### src/rtl/cra_pkg.sv
package cra_pkg;

  typedef enum logic {
    SCAN_IDLE = 1'b0,
    SCAN_RUN  = 1'b1
  } scan_state_e;

  function automatic int idx_width(input int n);
    return (n > 1) ? $clog2(n) : 1;
  endfunction

endpackage

### src/rtl/cra_slot_scan.sv
module cra_slot_scan
  import cra_pkg::*;
#(
  parameter int NUM_SRC     = 2,
  parameter int SLOT_CYCLES = 4
) (
  input  logic clk_i,
  input  logic rst_ni,
  input  logic on_demand_i,
  input  logic any_pend_i,
  output logic round_end_o
);
  localparam int CYC_W  = idx_width(SLOT_CYCLES);
  localparam int SLOT_W = idx_width(NUM_SRC);
  localparam logic [CYC_W-1:0]  CYC_LAST  = CYC_W'(SLOT_CYCLES - 1);
  localparam logic [SLOT_W-1:0] SLOT_LAST = SLOT_W'(NUM_SRC - 1);

  scan_state_e       state;
  logic [CYC_W-1:0]  cyc_q;
  logic [SLOT_W-1:0] slot_q;
  logic              cyc_last, slot_last;

  // On-demand with nothing pending: rest at the round origin
  assign state     = (on_demand_i && !any_pend_i) ? SCAN_IDLE : SCAN_RUN;
  assign cyc_last  = (cyc_q == CYC_LAST);
  assign slot_last = (slot_q == SLOT_LAST);

  always_ff @(posedge clk_i or negedge rst_ni) begin
    if (!rst_ni) begin
      cyc_q  <= '0;
      slot_q <= '0;
    end else if (state == SCAN_IDLE) begin
      cyc_q  <= '0;
      slot_q <= '0;
    end else if (cyc_last) begin
      cyc_q  <= '0;
      slot_q <= slot_last ? '0 : slot_q + 1'b1;
    end else begin
      cyc_q  <= cyc_q + 1'b1;
    end
  end

  assign round_end_o = (state == SCAN_RUN) && cyc_last && slot_last;

endmodule

### src/rtl/cra_pend.sv
module cra_pend #(
  parameter int NUM_SRC = 2
) (
  input  logic               clk_i,
  input  logic               rst_ni,
  input  logic [NUM_SRC-1:0] req_i,
  input  logic [NUM_SRC-1:0] gate_i,
  input  logic [NUM_SRC-1:0] clr_i,
  input  logic [NUM_SRC-1:0] rearm_i,
  output logic [NUM_SRC-1:0] pend_o
);
  for (genvar g = 0; g < NUM_SRC; g++) begin : g_src
    logic flag_q;
    always_ff @(posedge clk_i or negedge rst_ni) begin
      if (!rst_ni) flag_q <= 1'b0;
      else         flag_q <= gate_i[g] & ((flag_q & ~clr_i[g]) | req_i[g] | rearm_i[g]);
    end
    assign pend_o[g] = flag_q;
  end
endmodule

### src/rtl/cra_pick.sv
module cra_pick
  import cra_pkg::*;
#(
  parameter int NUM_SRC = 2,
  parameter int PRIO_W  = 2,
  localparam int ID_W   = idx_width(NUM_SRC)
) (
  input  logic [NUM_SRC-1:0]        cand_i,
  input  logic [NUM_SRC*PRIO_W-1:0] prio_i,
  output logic                      valid_o,
  output logic [ID_W-1:0]           id_o,
  output logic [PRIO_W-1:0]         prio_o
);
  // Walk from the top index down; ">=" lets the lower index win ties
  always_comb begin
    valid_o = 1'b0;
    id_o    = '0;
    prio_o  = '0;
    for (int i = NUM_SRC - 1; i >= 0; i--) begin
      if (cand_i[i] && (!valid_o || prio_i[i*PRIO_W +: PRIO_W] >= prio_o)) begin
        valid_o = 1'b1;
        id_o    = ID_W'(i);
        prio_o  = prio_i[i*PRIO_W +: PRIO_W];
      end
    end
  end
endmodule

### src/rtl/cra_slot_arbiter.sv
module cra_slot_arbiter
  import cra_pkg::*;
#(
  parameter int NUM_SRC     = 2,
  parameter int SLOT_CYCLES = 4,
  parameter int PRIO_W      = 2,
  localparam int ID_W       = idx_width(NUM_SRC)
) (
  input  logic                      clk_i,
  input  logic                      rst_ni,
  input  logic                      on_demand_i,
  input  logic [NUM_SRC-1:0]        slot_en_i,
  input  logic [NUM_SRC-1:0]        gate_en_i,
  input  logic [NUM_SRC-1:0]        req_i,
  input  logic [NUM_SRC*PRIO_W-1:0] prio_i,
  input  logic                      conv_busy_i,
  output logic                      start_o,
  output logic                      cancel_o,
  output logic [ID_W-1:0]           src_id_o
);
  logic [NUM_SRC-1:0] pend, cand, clr, rearm;
  logic               round_end, win_valid, go, preempt, conv_free;
  logic [ID_W-1:0]    win_id, id_q;
  logic [PRIO_W-1:0]  win_prio, act_prio_q;
  logic               start_q, cancel_q, active_q, busy_seen_q;

  cra_pend #(.NUM_SRC(NUM_SRC)) u_pend (
    .clk_i, .rst_ni, .req_i, .gate_i(gate_en_i),
    .clr_i(clr), .rearm_i(rearm), .pend_o(pend)
  );

  // Any pending source, enabled slot or not, keeps the scan alive
  cra_slot_scan #(.NUM_SRC(NUM_SRC), .SLOT_CYCLES(SLOT_CYCLES)) u_scan (
    .clk_i, .rst_ni, .on_demand_i, .any_pend_i(|pend), .round_end_o(round_end)
  );

  assign cand = pend & slot_en_i;

  cra_pick #(.NUM_SRC(NUM_SRC), .PRIO_W(PRIO_W)) u_pick (
    .cand_i(cand), .prio_i, .valid_o(win_valid), .id_o(win_id), .prio_o(win_prio)
  );

  assign conv_free = !active_q && !conv_busy_i;
  assign preempt   = active_q && (win_prio > act_prio_q);
  assign go        = round_end && win_valid && (conv_free || preempt);

  always_comb begin
    clr   = '0;
    rearm = '0;
    if (go)            clr[win_id] = 1'b1;
    if (go && preempt) rearm[id_q] = 1'b1;
  end

  always_ff @(posedge clk_i or negedge rst_ni) begin
    if (!rst_ni) begin
      start_q     <= 1'b0;
      cancel_q    <= 1'b0;
      id_q        <= '0;
      act_prio_q  <= '0;
      active_q    <= 1'b0;
      busy_seen_q <= 1'b0;
    end else begin
      start_q  <= go;
      cancel_q <= go && preempt;
      if (go) begin
        id_q        <= win_id;
        act_prio_q  <= win_prio;
        active_q    <= 1'b1;
        busy_seen_q <= 1'b0;
      end else if (active_q) begin
        if (conv_busy_i)      busy_seen_q <= 1'b1;
        else if (busy_seen_q) active_q    <= 1'b0;
      end
    end
  end

  assign start_o  = start_q;
  assign cancel_o = cancel_q;
  assign src_id_o = id_q;

endmodule

### config.mk
export PLATFORM = sky130hd
export DESIGN_NAME = cra_slot_arbiter
export DESIGN_NICKNAME = d
export VERILOG_FILES = /design/src/rtl/cra_pkg.sv /design/src/rtl/cra_slot_scan.sv /design/src/rtl/cra_pend.sv /design/src/rtl/cra_pick.sv /design/src/rtl/cra_slot_arbiter.sv
export SDC_FILE = /design/constraint.sdc
export NUM_CORES = 1
export LEC_CHECK = 0
export ABC_AREA = 1
export ABC_CLOCK_PERIOD_IN_PS = 2700
export BUFFER_PORTS_ARGS = -buffer_cell sky130_fd_sc_hd__buf_2
export CAP_MARGIN = 20
export CORE_ASPECT_RATIO = 0.75
export CORE_MARGIN = 3
export CORE_UTILIZATION = 38
export CTS_CLUSTER_DIAMETER = 100
export DETAILED_ROUTE_END_ITERATION = 8
export HOLD_SLACK_MARGIN = 0.02
export REMOVE_ABC_BUFFERS = 1
export SLEW_MARGIN = 20
export SYNTH_ARGS = -nofsm -noshare
export SYNTH_HDL_FRONTEND = slang
export SYNTH_SLANG_ARGS = --single-unit
### constraint.sdc
create_clock -name clk_i -period 2.7 [get_ports clk_i]
set_input_delay 0 -clock clk_i [delete_from_list [all_inputs] [get_ports clk_i]]
set_output_delay 0 -clock clk_i [all_outputs]
set_load 0.005 [all_outputs]
==> flow_metrics.tcl <==
set metrics [dict create \
    ys_types 17 \
    max_freq_mhz 416.3 \
    dr_wl_met2_um 566 \
    setup_tns_ns 0 \
    clockBufferDepth 2 \
    hold_depth 5 \
    worstSetupStartpoint "u_pend.g_src[1].flag_q" \
    die_h_um 43.19 \
    crit_slowest_cell "dfrtp_1" \
    initial_core_util_pct 43.61 \
    wl_met3_um 86 \
    period_share_pct 88.97 \
    path_max_fanout 6 \
    powerDensity_nw_per_um2 614.7 \
    relSlewSlack_pct 81.98 \
    yosys.area_share.simple_pct 25.89 \
    syn_area_um2 700.7 \
    p_leak_nw 0.5342 \
    utilization_pct 56.00 \
    antenna_found_initial 0 \
    hold_path_startpoint "req_i[1]" \
    wl_met1_um 691 \
    hold_viol_final 0 \
    wl_per_cell_um 9.912 \
    reg2reg_depth 20 \
    cts_tree "yes" \
    cp_common_cell "nand2_1" \
    die_x_um 55.59 \
    fill_cells 160 \
    synth_top_family_by_area "simple AND/OR/NAND/NOR gates" \
    yosys.area_share.xor_xnor_pct 0 \
    drt_iter0_drc 11 \
    worst_pin_slew_ns 0.2703 \
    worstSetupPathType "flip-flop to flip-flop" \
    regToRegSetupSlack_ns 0.30 \
    cts_made_buffers 3 \
    crit_path_end_kind "flip-flop" \
    timing.rr.end "src_id_o" \
    firstDrtPassIters 4 \
    io_buffers 16 \
    crit_path_start_kind "flip-flop" \
    rsz0062_at_grt "no" \
    holdPathEnd "u_pend.g_src[1].flag_q" \
    critPathMaxStageDelay_ns 0.37 \
    htree_levels 1 \
    synthAdderAreaFrac_pct 8.929 \
    regArea_um2 300.3 \
    viasPerCell 4.365 \
    ys_seq_area_share_pct 42.86 \
    synth_mux_area_share_pct 0 \
    multi_input_area_um2 321.6 \
    drt-total-wl_um 1358 \
    track_usage_pct 13.66 \
    synth_compound_area_share_pct 9.821 \
    path_clk_slew_ns 0.08 \
    fin_skew_ns 0.008765 \
    core-area_um2 1607 \
    synth-seq-cells 12 \
    place_hpwl_um 1101 \
    gr-total-overflow 0 \
    nNetsFinal 136 \
    cp.required_ns 2.87 \
    fp.dieArea_um2 2400 \
    top_layer_used "met4" \
    status "completed" \
    arrival_ns 2.57 \
    r2r_start "u_pend.g_src[1].flag_q" \
    cpLargestDelayFamily "simple AND/OR/NAND/NOR gates" \
    min_path_type "input port to flip-flop" \
    grt_start_max_net_pins 13 \
    grt_pass1_wl_um 2497 \
    path_buf_inv 4 \
    design.portCount 17 \
    syn_to_final_growth_pct 28.39 \
    vias 598 \
    cts_sinks 12 \
    avgSynthCellArea_um2 7.700 \
    cts-root-buf "clkbuf_4" \
    antenna_left 0 \
    netlist_instances 91 \
    drc_errors 0 \
    setup_viol 0 \
    clk_latency_ns 0.28 \
    grt_pass1_vias 605 \
    gp_congestion 0.7478 \
    antenna_cells 0 \
    num_rows 12 \
    ys_warn_count 0 \
    irDropWorstVdd_mv 0.3847 \
    crit_chain "nand2_2 > nor2_1 > ha_1 > inv_1 > nand2_1 > nand2_1 > nand2_1 > nand2_2 > nand2_1 > o21ai_0 > inv_1 > ha_1 > nand2_1 > nand2_1 > inv_1 > nand2_1 > nand2_1 > nand2_4 > clkinv_4 > o21a_1" \
    drv_cap 0 \
    slew_violations 0 \
    fin_crit_ns 2.402 \
    drive_above_1_share_pct 28.45 \
]
how the worst max path moves through the flow:
stage               endpoint  depth (start not counted)  slack (ns)
floorplan           src_id_o                         19        0.48
global route        src_id_o                         20        0.02
finish              src_id_o                         20        0.30
global placement    src_id_o                         20        0.30
detailed placement  src_id_o                         20        0.25
CTS                 src_id_o                         20        0.23
power by group:
| group | internal [mW] | switching (mW) |
|---|---|---|
| sequential | 0.226 | 0.0272 |
| clock | 0.0820 | 0.0614 |
| combinational | 0.0725 | 0.0842 |
| total | 0.380 | 0.173 |
synthesized netlist by cell type (all sizes together):
| library cell | count | area, µm² |
|---|---|---|
| o21a | 1 | 7.510 |
| or2 | 1 | 6.260 |
| clkinv | 1 | 8.760 |
| ha | 5 | 62.56 |
| a21oi | 4 | 27.53 |
| nor2 | 9 | 41.29 |
| o21ai | 6 | 33.78 |
| nor3 | 1 | 5.000 |
| nand2 | 27 | 113.9 |
| nand3 | 3 | 15.01 |
| inv | 21 | 78.83 |
| dfrtp | 12 | 300.3 |
per-stage QoR:
stage / cell area [µm²] / hold WS, ns / setup WS, ns / power (mW) / std cells
after global placement: 807.0 / -0.1084 / 0.3046 / 0.4029 / 128
final: 899.6 / 0.02171 / 0.2977 / 0.5530 / 137
after CTS: 883.3 / 0.02021 / 0.2264 / 0.5588 / 136
after global routing: 899.6 / 0.06255 / 0.01566 / 0.6024 / 137
after floorplan: 700.7 / -0.2956 / 0.4768 / 0.3625 / 91
after detailed placement: 807.0 / -0.1069 / 0.2474 / 0.4096 / 128
cell type report:
| class | instances | share of cell area, % |
|---|---|---|
| Clock buffer | 4 | 4.033 |
| Inverter | 22 | 9.736 |
| Multi-Input combinational cell | 57 | 35.74 |
| Sequential cell | 12 | 33.38 |
| Tap cell | 21 | 2.921 |
| Timing Repair Buffer | 21 | 14.19 |
logic make-up after synthesis:
kind of cell | Yosys count
adders and majority gates | 5
buffers and inverters | 22
DFF | 12
AOI/OAI and AO/OA | 11
and+or+nand+nor | 41
worst register-to-register path, stage by stage (launching register included):
cell      delay [ns]
dfrtp_1         0.37
nand2_2         0.08
nor2_1          0.13
ha_1            0.25
inv_1           0.05
nand2_1         0.04
nand2_1         0.05
nand2_1         0.06
nand2_2         0.10
nand2_1         0.05
o21ai_0         0.07
inv_1           0.08
ha_1            0.27
nand2_1         0.05
nand2_1         0.05
inv_1           0.03
nand2_1         0.08
nand2_1         0.10
nand2_4         0.13
clkinv_4        0.08
o21a_1          0.16
routing by layer:
metal,global-route usage [%],up-vias
li1,-,323
met1,17.10,257
met2,20.99,16
met3,6.079,2
met4,4.369,0
met5,0,-
registers in the layout, summed over array words and instances, names as in the netlist:
register	cells
u_pend.g_src.flag_q	2
start_o	1
cancel_o	1
active_q	1
src_id_o	1
u_scan.cyc_q	2
u_scan.slot_last	1
busy_seen_q	1
act_prio_q	2
placed cells by master (no fill, tap or decap), drive strengths merged:
| cell type | netlist | routed |
|---|---|---|
| nor2 | 9 | 9 |
| dlygate4sd3 | 0 | 4 |
| ha | 5 | 5 |
| o21ai | 6 | 6 |
| buf | 0 | 17 |
| clkbuf | 0 | 4 |
| nand3 | 3 | 3 |
| clkinv | 1 | 1 |
| dfrtp | 12 | 12 |
| nor3 | 1 | 1 |
| or2 | 1 | 1 |
| nand2 | 27 | 27 |
| o21a | 1 | 1 |
| inv | 21 | 21 |
| a21oi | 4 | 4 |
timing repair:
action	4_1_cts	5_1_grt
endpoints found under the setup margin	0	3
hold buffers	4	0
resized for setup	0	2
buffers inserted	0	1
hold endpoints to repair	16	0
No activity file was read; power rests on OpenSTA's default activity.
